**src/rtl/blk_dispatch.sv**
```systemverilog
module blk_dispatch #(
  parameter int N_SP = 4,
  parameter int WPS = 4,
  parameter int WARP = 32,
  parameter int REG_TOTAL = 4096,
  parameter int SMEM_TOTAL = 8192,
  parameter int BAR_TOTAL = 4,
  parameter int TW = 10,
  parameter int RW = 8,
  parameter int SW = 14,
  parameter int BW = 3,
  localparam int NW = N_SP * WPS,
  localparam int IW = $clog2(NW),
  localparam int PW = $clog2(N_SP)
) (
  input  logic          clk,
  input  logic          rst_n,
  input  logic          blk_valid,
  input  logic [TW-1:0] cfg_threads,
  input  logic [RW-1:0] cfg_regs,
  input  logic [SW-1:0] cfg_smem,
  input  logic [BW-1:0] cfg_bars,
  output logic          blk_take,
  output logic          launch_fail,
  output logic          spawn_valid,
  output logic [IW-1:0] spawn_wid,
  output logic [PW-1:0] spawn_sp,
  output logic [IW-1:0] spawn_blk,
  input  logic          wfin_valid,
  input  logic [IW-1:0] wfin_wid,
  input  logic [NW-1:0] warp_busy,
  output logic          wrel_valid,
  output logic [IW-1:0] wrel_wid,
  output logic          blk_done,
  output logic [IW-1:0] blk_done_id
);
  localparam int LW = $clog2(WPS);

  typedef enum logic [1:0] {W_FREE, W_RUN, W_DRAIN} wst_t;

  wst_t          wst   [NW];
  logic [IW-1:0] wblk  [NW];
  logic [IW:0]   live  [NW];
  logic [NW-1:0] bslot_used;
  logic [31:0]   used_w, used_r, used_s, used_b;
  logic [IW:0]   spawn_left;
  logic [IW-1:0] cur_blk, free_blk;
  logic [PW-1:0] rr, pick_sp;
  logic [LW-1:0] pick_loc;

  logic [31:0] need_w, reg_pw, need_r;
  logic        too_big, fits;

  assign need_w = (32'(cfg_threads) + 32'(WARP) - 32'd1) / 32'(WARP);
  assign reg_pw = 32'(cfg_regs) * 32'(WARP);
  assign need_r = need_w * reg_pw;

  assign too_big = need_w > 32'(NW) || need_r > 32'(REG_TOTAL) ||
                   32'(cfg_smem) > 32'(SMEM_TOTAL) || 32'(cfg_bars) > 32'(BAR_TOTAL);
  assign fits = need_w <= 32'(NW) - used_w &&
                need_r <= 32'(REG_TOTAL) - used_r &&
                32'(cfg_smem) <= 32'(SMEM_TOTAL) - used_s &&
                32'(cfg_bars) <= 32'(BAR_TOTAL) - used_b;

  assign launch_fail = blk_valid && too_big;
  assign blk_take    = blk_valid && !too_big && fits && spawn_left == '0;

  always_comb begin
    free_blk = '0;
    for (int b = NW - 1; b >= 0; b--)
      if (!bslot_used[b]) free_blk = IW'(b);
  end

  always_comb begin
    pick_sp  = rr;
    pick_loc = '0;
    for (int i = N_SP - 1; i >= 0; i--)
      for (int l = WPS - 1; l >= 0; l--)
        if (wst[((int'(rr) + i) % N_SP) * WPS + l] == W_FREE) begin
          pick_sp  = PW'((int'(rr) + i) % N_SP);
          pick_loc = LW'(l);
        end
  end

  assign spawn_valid = spawn_left != '0;
  assign spawn_sp    = pick_sp;
  assign spawn_wid   = IW'(int'(pick_sp) * WPS + int'(pick_loc));
  assign spawn_blk   = cur_blk;

  always_comb begin
    wrel_valid = 1'b0;
    wrel_wid   = '0;
    for (int i = NW - 1; i >= 0; i--)
      if (wst[i] == W_DRAIN && !warp_busy[i]) begin
        wrel_valid = 1'b1;
        wrel_wid   = IW'(i);
      end
  end

  assign blk_done_id = wblk[wrel_wid];
  assign blk_done    = wrel_valid && live[blk_done_id] == (IW+1)'(1);

  always_ff @(posedge clk or negedge rst_n) begin
    if (!rst_n) begin
      for (int i = 0; i < NW; i++) begin
        wst[i]  <= W_FREE;
        wblk[i] <= '0;
        live[i] <= '0;
      end
      bslot_used <= '0;
      used_w     <= '0;
      used_r     <= '0;
      used_s     <= '0;
      used_b     <= '0;
      spawn_left <= '0;
      cur_blk    <= '0;
      rr         <= '0;
    end else begin
      used_w <= used_w + (blk_take ? need_w : 32'd0) - (wrel_valid ? 32'd1 : 32'd0);
      used_r <= used_r + (blk_take ? need_r : 32'd0) - (wrel_valid ? reg_pw : 32'd0);
      used_s <= used_s + (blk_take ? 32'(cfg_smem) : 32'd0) - (blk_done ? 32'(cfg_smem) : 32'd0);
      used_b <= used_b + (blk_take ? 32'(cfg_bars) : 32'd0) - (blk_done ? 32'(cfg_bars) : 32'd0);

      if (blk_take) begin
        bslot_used[free_blk] <= 1'b1;
        live[free_blk]       <= need_w[IW:0];
        cur_blk              <= free_blk;
        spawn_left           <= need_w[IW:0];
      end else if (spawn_valid) begin
        spawn_left      <= spawn_left - 1'b1;
        wst[spawn_wid]  <= W_RUN;
        wblk[spawn_wid] <= cur_blk;
        rr              <= (int'(pick_sp) == N_SP - 1) ? '0 : pick_sp + 1'b1;
      end

      if (wfin_valid && wst[wfin_wid] == W_RUN)
        wst[wfin_wid] <= W_DRAIN;

      if (wrel_valid) begin
        wst[wrel_wid]     <= W_FREE;
        live[blk_done_id] <= live[blk_done_id] - 1'b1;
        if (blk_done) bslot_used[blk_done_id] <= 1'b0;
      end
    end
  end


  no_overcommit_chk: assert property (@(posedge clk) disable iff (!rst_n)
    used_w <= 32'(NW) && used_r <= 32'(REG_TOTAL) &&
    used_s <= 32'(SMEM_TOTAL) && used_b <= 32'(BAR_TOTAL));


  fail_blocks_take_chk: assert property (@(posedge clk) disable iff (!rst_n)
    launch_fail |-> !blk_take);


  take_starts_spawn_chk: assert property (@(posedge clk) disable iff (!rst_n)
    blk_take |=> spawn_valid);


  no_take_in_spawn_chk: assert property (@(posedge clk) disable iff (!rst_n)
    spawn_valid |-> !blk_take);


  release_idle_chk: assert property (@(posedge clk) disable iff (!rst_n)
    wrel_valid |-> !warp_busy[wrel_wid]);


  done_with_release_chk: assert property (@(posedge clk) disable iff (!rst_n)
    blk_done |-> wrel_valid);
endmodule

```
**config.mk**
```make
export PLATFORM = sky130hd
export DESIGN_NAME = blk_dispatch
export DESIGN_NICKNAME = d
export VERILOG_FILES = /design/src/rtl/blk_dispatch.sv
export SDC_FILE = /design/constraint.sdc
export NUM_CORES = 1
export LEC_CHECK = 0
export ABC_CLOCK_PERIOD_IN_PS = 16070
export BUFFER_PORTS_ARGS = -buffer_cell sky130_fd_sc_hd__buf_4
export CAP_MARGIN = 10
export CORE_AREA = 3 3 287 233
export DETAILED_ROUTE_END_ITERATION = 10
export DIE_AREA = 0 0 290 236
export MAX_ROUTING_LAYER = met4
export PLACE_DENSITY = 0.59
export SYNTH_ARGS = -nofsm -noshare
export SYNTH_HDL_FRONTEND = slang
export SYNTH_SLANG_ARGS = --single-unit
```
**constraint.sdc**
```tcl
create_clock -name clk -period 16.07 [get_ports clk]
set_input_delay 3.214 -clock clk [delete_from_list [all_inputs] [get_ports clk]]
set_output_delay 3.214 -clock clk [all_outputs]
set_load 0.02 [all_outputs]
```
# Yosys cells after proc, flatten, opt, wreduce, memory -nomap -nowiden
# Index checks and enable logic that the tools add are counted.
dict set report classes {
  addsub 33
  n_mul 1
  order_cmp 38
  eq_ne 19
  muxes 176
  n_bitwise 36
  reduce_logical 75
}
# cell count
set op_table {}
lappend op_table {{>= comparator 32 x 5 -> 1 bit (second input constant)} 16}
lappend op_table {{NOT 32 bit} 13}
lappend op_table {{bitwise mux 80 bit} 2}
lappend op_table {{two-way mux 32 bit} 5}
lappend op_table {{two-way mux 80 bit} 2}
lappend op_table {{two-way mux 2 bit} 70}
lappend op_table {{two-way mux 4 bit} 35}
lappend op_table {{binary-select mux 2 bit (select 4 bit)} 17}
lappend op_table {{NOT 5 -> 32 bit} 3}
lappend op_table {{bitwise mux 64 bit} 1}
lappend op_table {{AND 16 bit} 3}
lappend op_table {{two-way mux 16 bit} 3}
lappend op_table {{NOT 16 bit} 3}
lappend op_table {{bitwise OR 16 bit} 3}
lappend op_table {{demux 5 bit (select 4 bit)} 2}
lappend op_table {{adder 5 x 3 -> 6 bit (second input constant)} 6}
lappend op_table {{adder 32 x 14 -> 32 bit} 1}
lappend op_table {{adder 32 x 27 -> 32 bit} 1}
lappend op_table {{adder 32 x 3 -> 32 bit} 1}
lappend op_table {{adder 32 bit} 1}
lappend op_table {{AND 32 bit} 1}
lappend op_table {{== test 2 bit (second input constant)} 16}
lappend op_table {{greater-than comparator 32 x 13 -> 1 bit (second input constant)} 1}
lappend op_table {{<= comparator 14 x 32 -> 1 bit} 1}
lappend op_table {{54 further kinds} 171}
dict set report word_totals {
  register_bits 331
}

# Longest topological paths before layout
dict set report logic_depth {
  word_depth 39
  mapped_depth 54
}

# Least setup slack after synthesis
# No wires, ideal clock.
dict set report synth_path {
  path_kind {in2reg}
  from {in cfg_threads[4]}
  to {reg used_s[31]}
  setup_ns 0.080
  t_arrival_ns 14.171
  required_ns 15.990
  setup_slack_ns 1.819
  path_stages 53
  path_buffers 5
  path_cell_list {or4_4 -> o21ai_0 -> nor2_1 -> nand2_1 -> xnor2_1 -> clkbuf_1 -> clkbuf_1 -> nand2_1 -> fa_1 -> fa_1 -> inv_1 -> fa_1 -> inv_1 -> fa_1 -> inv_1 -> ha_1 -> inv_1 -> o21bai_1 -> [17 not listed] -> clkbuf_1 -> nand2_1 -> fa_1 -> inv_1 -> ha_1 -> a21o_1 -> a21oi_1 -> o21bai_1 -> a21oi_1 -> o21a_1 -> o211ai_1 -> a311oi_1 -> o41ai_1 -> a211o_1 -> a2111oi_0 -> o31ai_1 -> a21oi_1 -> xnor2_1}
}
dict set report synth_between {
  elab_chain_len 14
  word_cells_on_any_way 20
}
# element line
set synth_lines {}
lappend synth_lines {{start: declaration} 19} ;# input logic [TW-1:0] cfg_threads,
lappend synth_lines {{adder 10 x 6 -> 11 bit *} 54} ;# assign need_w = (32'(cfg_threads) + 32'(WARP) - 32'd1) / 32'(WARP);
lappend synth_lines {{subtractor 11 x 1 -> 12 bit *} 54}
lappend synth_lines {{multiplier 27 x 8 -> 27 bit} 56} ;# assign need_r = need_w * reg_pw;
lappend synth_lines {{greater-than comparator 32 x 13 -> 1 bit} 58} ;# assign too_big = need_w > 32'(NW) || need_r > 32'(REG_TOTAL) ||
lappend synth_lines {{logical OR 1 bit (2 in series)} 58}
lappend synth_lines {{logical OR 1 bit} 59} ;# 32'(cfg_smem) > 32'(SMEM_TOTAL) || 32'(cfg_bars) > 32'(BAR_TOTAL);
lappend synth_lines {{zero test 1 bit} 66} ;# assign blk_take = blk_valid && !too_big && fits && spawn_left == '0;
lappend synth_lines {{logical AND 1 bit} 66}
lappend synth_lines {{logical AND 1 bit * (2 in series)} 66}
lappend synth_lines {{two-way mux 14 bit *} 121} ;# used_s <= used_s + (blk_take ? 32'(cfg_smem) : 32'd0) - (blk_done ? 32'(cfg_smem) : 32'd0);
lappend synth_lines {{adder 32 x 14 -> 32 bit *} 121}
lappend synth_lines {{subtractor 32 x 14 -> 32 bit *} 121}
lappend synth_lines {{end signal: assignment} 121}
lappend synth_lines {{end: declaration} 45} ;# logic [31:0] used_w, used_r, used_s, used_b;
# Every way passes the cells marked *; elsewhere a longest branch is shown, timed or not.
# A chain may end at the register's enable or synchronous reset.

# Worst setup path after layout
# Same ends and word-level chain as after synthesis.

==> metrics <==
Area Growth Syn to Fin 10.2%; routed vias 23.6k; fmax 0.0689 GHz; cell taking the most area after synthesis dfrtp_1; fillers 6007; Area contributors post-synth dfrtp_1 (28%), ha_1 (13%), mux2i_1 (6.2%); reg-to-reg endpoint used_s[31]$_DFF_PN0_; Num CTS Buffers 41; CP Capture Type register; CTS tree yes; count of endpoints failing setup in the final report 0; Final Hold Vio Count 0; vias in the first global route 23.8k; Cell variety after synth 98; post-route insts no fill 4097; HP Class reg -> reg; Seq cells post-synth 327; Worst EP required 16.55 ns; actual slew at the worst max-slew pin 1.16 ns; MaxCap Viol Count 0; Period Utilization, post-route 0.903; Slew HR 0.224; number of synthesized flops with an enable pin 0; r2r worst-path depth 33; CP most frequent cell a21oi_1; Inst Count DP 4020; WL final 79.8 mm; Post-CTS Setup Inserts 0; Avg WL per Cell 19.5 µm; via/cell ratio 5.77; maximum buffer depth of the clock tree 3; HPWL after DPL 58.8 mm; Die X 290 µm; Async SR Flop Fraction 1.00; initial drt markers 1577; area of the core 64000 µm²; Pins Over Slew Limit 0; setup tns final 0 ns; antenna violations before repair 3; Cell Rows 83; ys flop type dfrtp_1; status complete, no violations; largest net degree at the start of global routing 159; Syn. warnings 0; Worst R2R Start wst[16]$_DFF_PN0_; Hold Path Origin spawn_left[4]$_DFFE_PN0P_; # H-tree levels 2; Worst setup SP type input port; total grt overflow 0; top-area cell type share of the netlist area 0.284; clock slew at reported path FFs 0.06 ns; CP max-delay cell fa_1; first-pass GRT wire length 130 mm; global-route usage over all layers 0.237; nets@finish 3624; peak per-stage delay on the critical path 0.55 ns; hold path cells 2; Sequential Area 8180 µm²; clk sinks 327; Post-DP Area 30400 µm²; Mapped Avg Cell Area 9.16 µm²; DRT Pass-1 Iters 6; Hold EP spawn_left[4]$_DFFE_PN0P_; num ports 82; Max Clock Skew 0.0320 ns; Post-Synthesis Cells 3148; root buffer cell clkbuf_16; worst-path maximum fanout 12; worst slack at placement 1.04 ns; Final GP Congestion 0.929; Clk Latency, worst-skew pair 0.59 ns; area of the multi-input gates 19000 µm²; register area share after synthesis 0.284; hold buffers post-CTS 0; r2r setup slk 5.09 ns; share of cells above drive strength 1 0.105; CTS-repair resized insts 0; Detail Route Antenna Nets 0; most frequent cells in the layout inv_1 (327), dfrtp_1 (327), ha_1 (302), nor2_1 (216), nand2_1 (201); worst path arrival time 15.00 ns; synthesized cell area 28800 µm²; Die Y 236 µm; die area 68400 µm²; critical path type in -> reg; number of remaining DRC errors 0; Tmin final 14.51 ns; initial cell density of the core 0.451; RSZ-0062 raised after global routing no; setup ws final 1.56 ns; Final Instance Area 31800 µm²; number of buffers added on ports 81
[cells in the mapped netlist, types with 21 or more instances]
cell type  count
a311oi_1      24
nand2b_1      27
inv_1        327
xnor2_1      130
o21ai_0       86
and3_1        33
fa_1          50
nand2_1      201
a221o_1       21
mux2i_1      178
nor4_1        48
xor2_1        51
mux2_2        88
o21a_1        25
buf_2         23
a211oi_1      28
a21o_1        37
nor2b_1       37
clkbuf_1      50
nor3_1        86
nor3b_1       26
dfrtp_1      327
nand4_1       33
ha_1         302
o21bai_1      34
a21oi_1      168
a31oi_1       32
and2_1        63
nand3_1       61
nor2_1       216
[worst max path at each step]
stage / startpoint / depth (start not counted) / to
after floorplan: cfg_threads[4] / 53 / used_s[31]$_DFF_PN0_
after global placement: cfg_threads[4] / 49 / used_s[31]$_DFF_PN0_
after detailed placement: cfg_threads[4] / 49 / used_s[31]$_DFF_PN0_
after CTS: cfg_threads[4] / 49 / used_s[31]$_DFF_PN0_
after global routing: cfg_threads[4] / 49 / used_s[31]$_DFF_PN0_
final: cfg_threads[4] / 49 / used_s[31]$_DFF_PN0_
[layer usage]
metal	track usage	part of all wire
met1	0.334	0.48
met2	0.359	0.44
met5	-	0
met4	0.0576	0.021
met3	0.0365	0.061
[final cells by class]
type,count,share of cell area
antenna,3,0.000236
timing repair buffer,112,0.0271
clock inverter,12,0.00516
tap,850,0.0335
inverter,331,0.0391
clock buffer,62,0.0389
multi-input combinational,2400,0.599
sequential,327,0.258
[metrics by stage]
step / hold WS [ns] / utilization
floorplan: 0.446 / -
finish: 0.482 / 0.497
global route: 0.507 / 0.497
global placement: 0.461 / 0.475
CTS: 0.490 / 0.497
detailed placement: 0.473 / 0.475
[cells by family after synthesis]
group	count (synthesis)	share of synthesized area
AND/OR/NAND/NOR	931	0.174
AO/OA/AOI/OAI	645	0.156
buffers and inverters	429	0.0600
adder cells (fa/ha/maj)	352	0.166
flip-flops	327	0.284
multiplexers	280	0.104
XOR/XNOR	183	0.0561
other	1	0.000130
[flip-flops by register name, indices dropped and copies added, names as in the netlist]
name,cells
used_b,32
used_s,32
used_w,32
used_r,28
spawn_blk,4
rr,2
spawn_left,5
wst,32
bslot_used,16
wblk,64
live,80
[worst max-delay path, delay by kind of cell]
kind,cells,cell delay (ns)
simple gates,8,1.72
buf+inv,7,0.65
fa+ha+maj,8,3.52
compound gates,23,5.16
xor+xnor,3,0.72
Power is left out: the tool's default activity adds up to more than one toggle a clock period on the data nets, which glitch-free logic cannot reach.
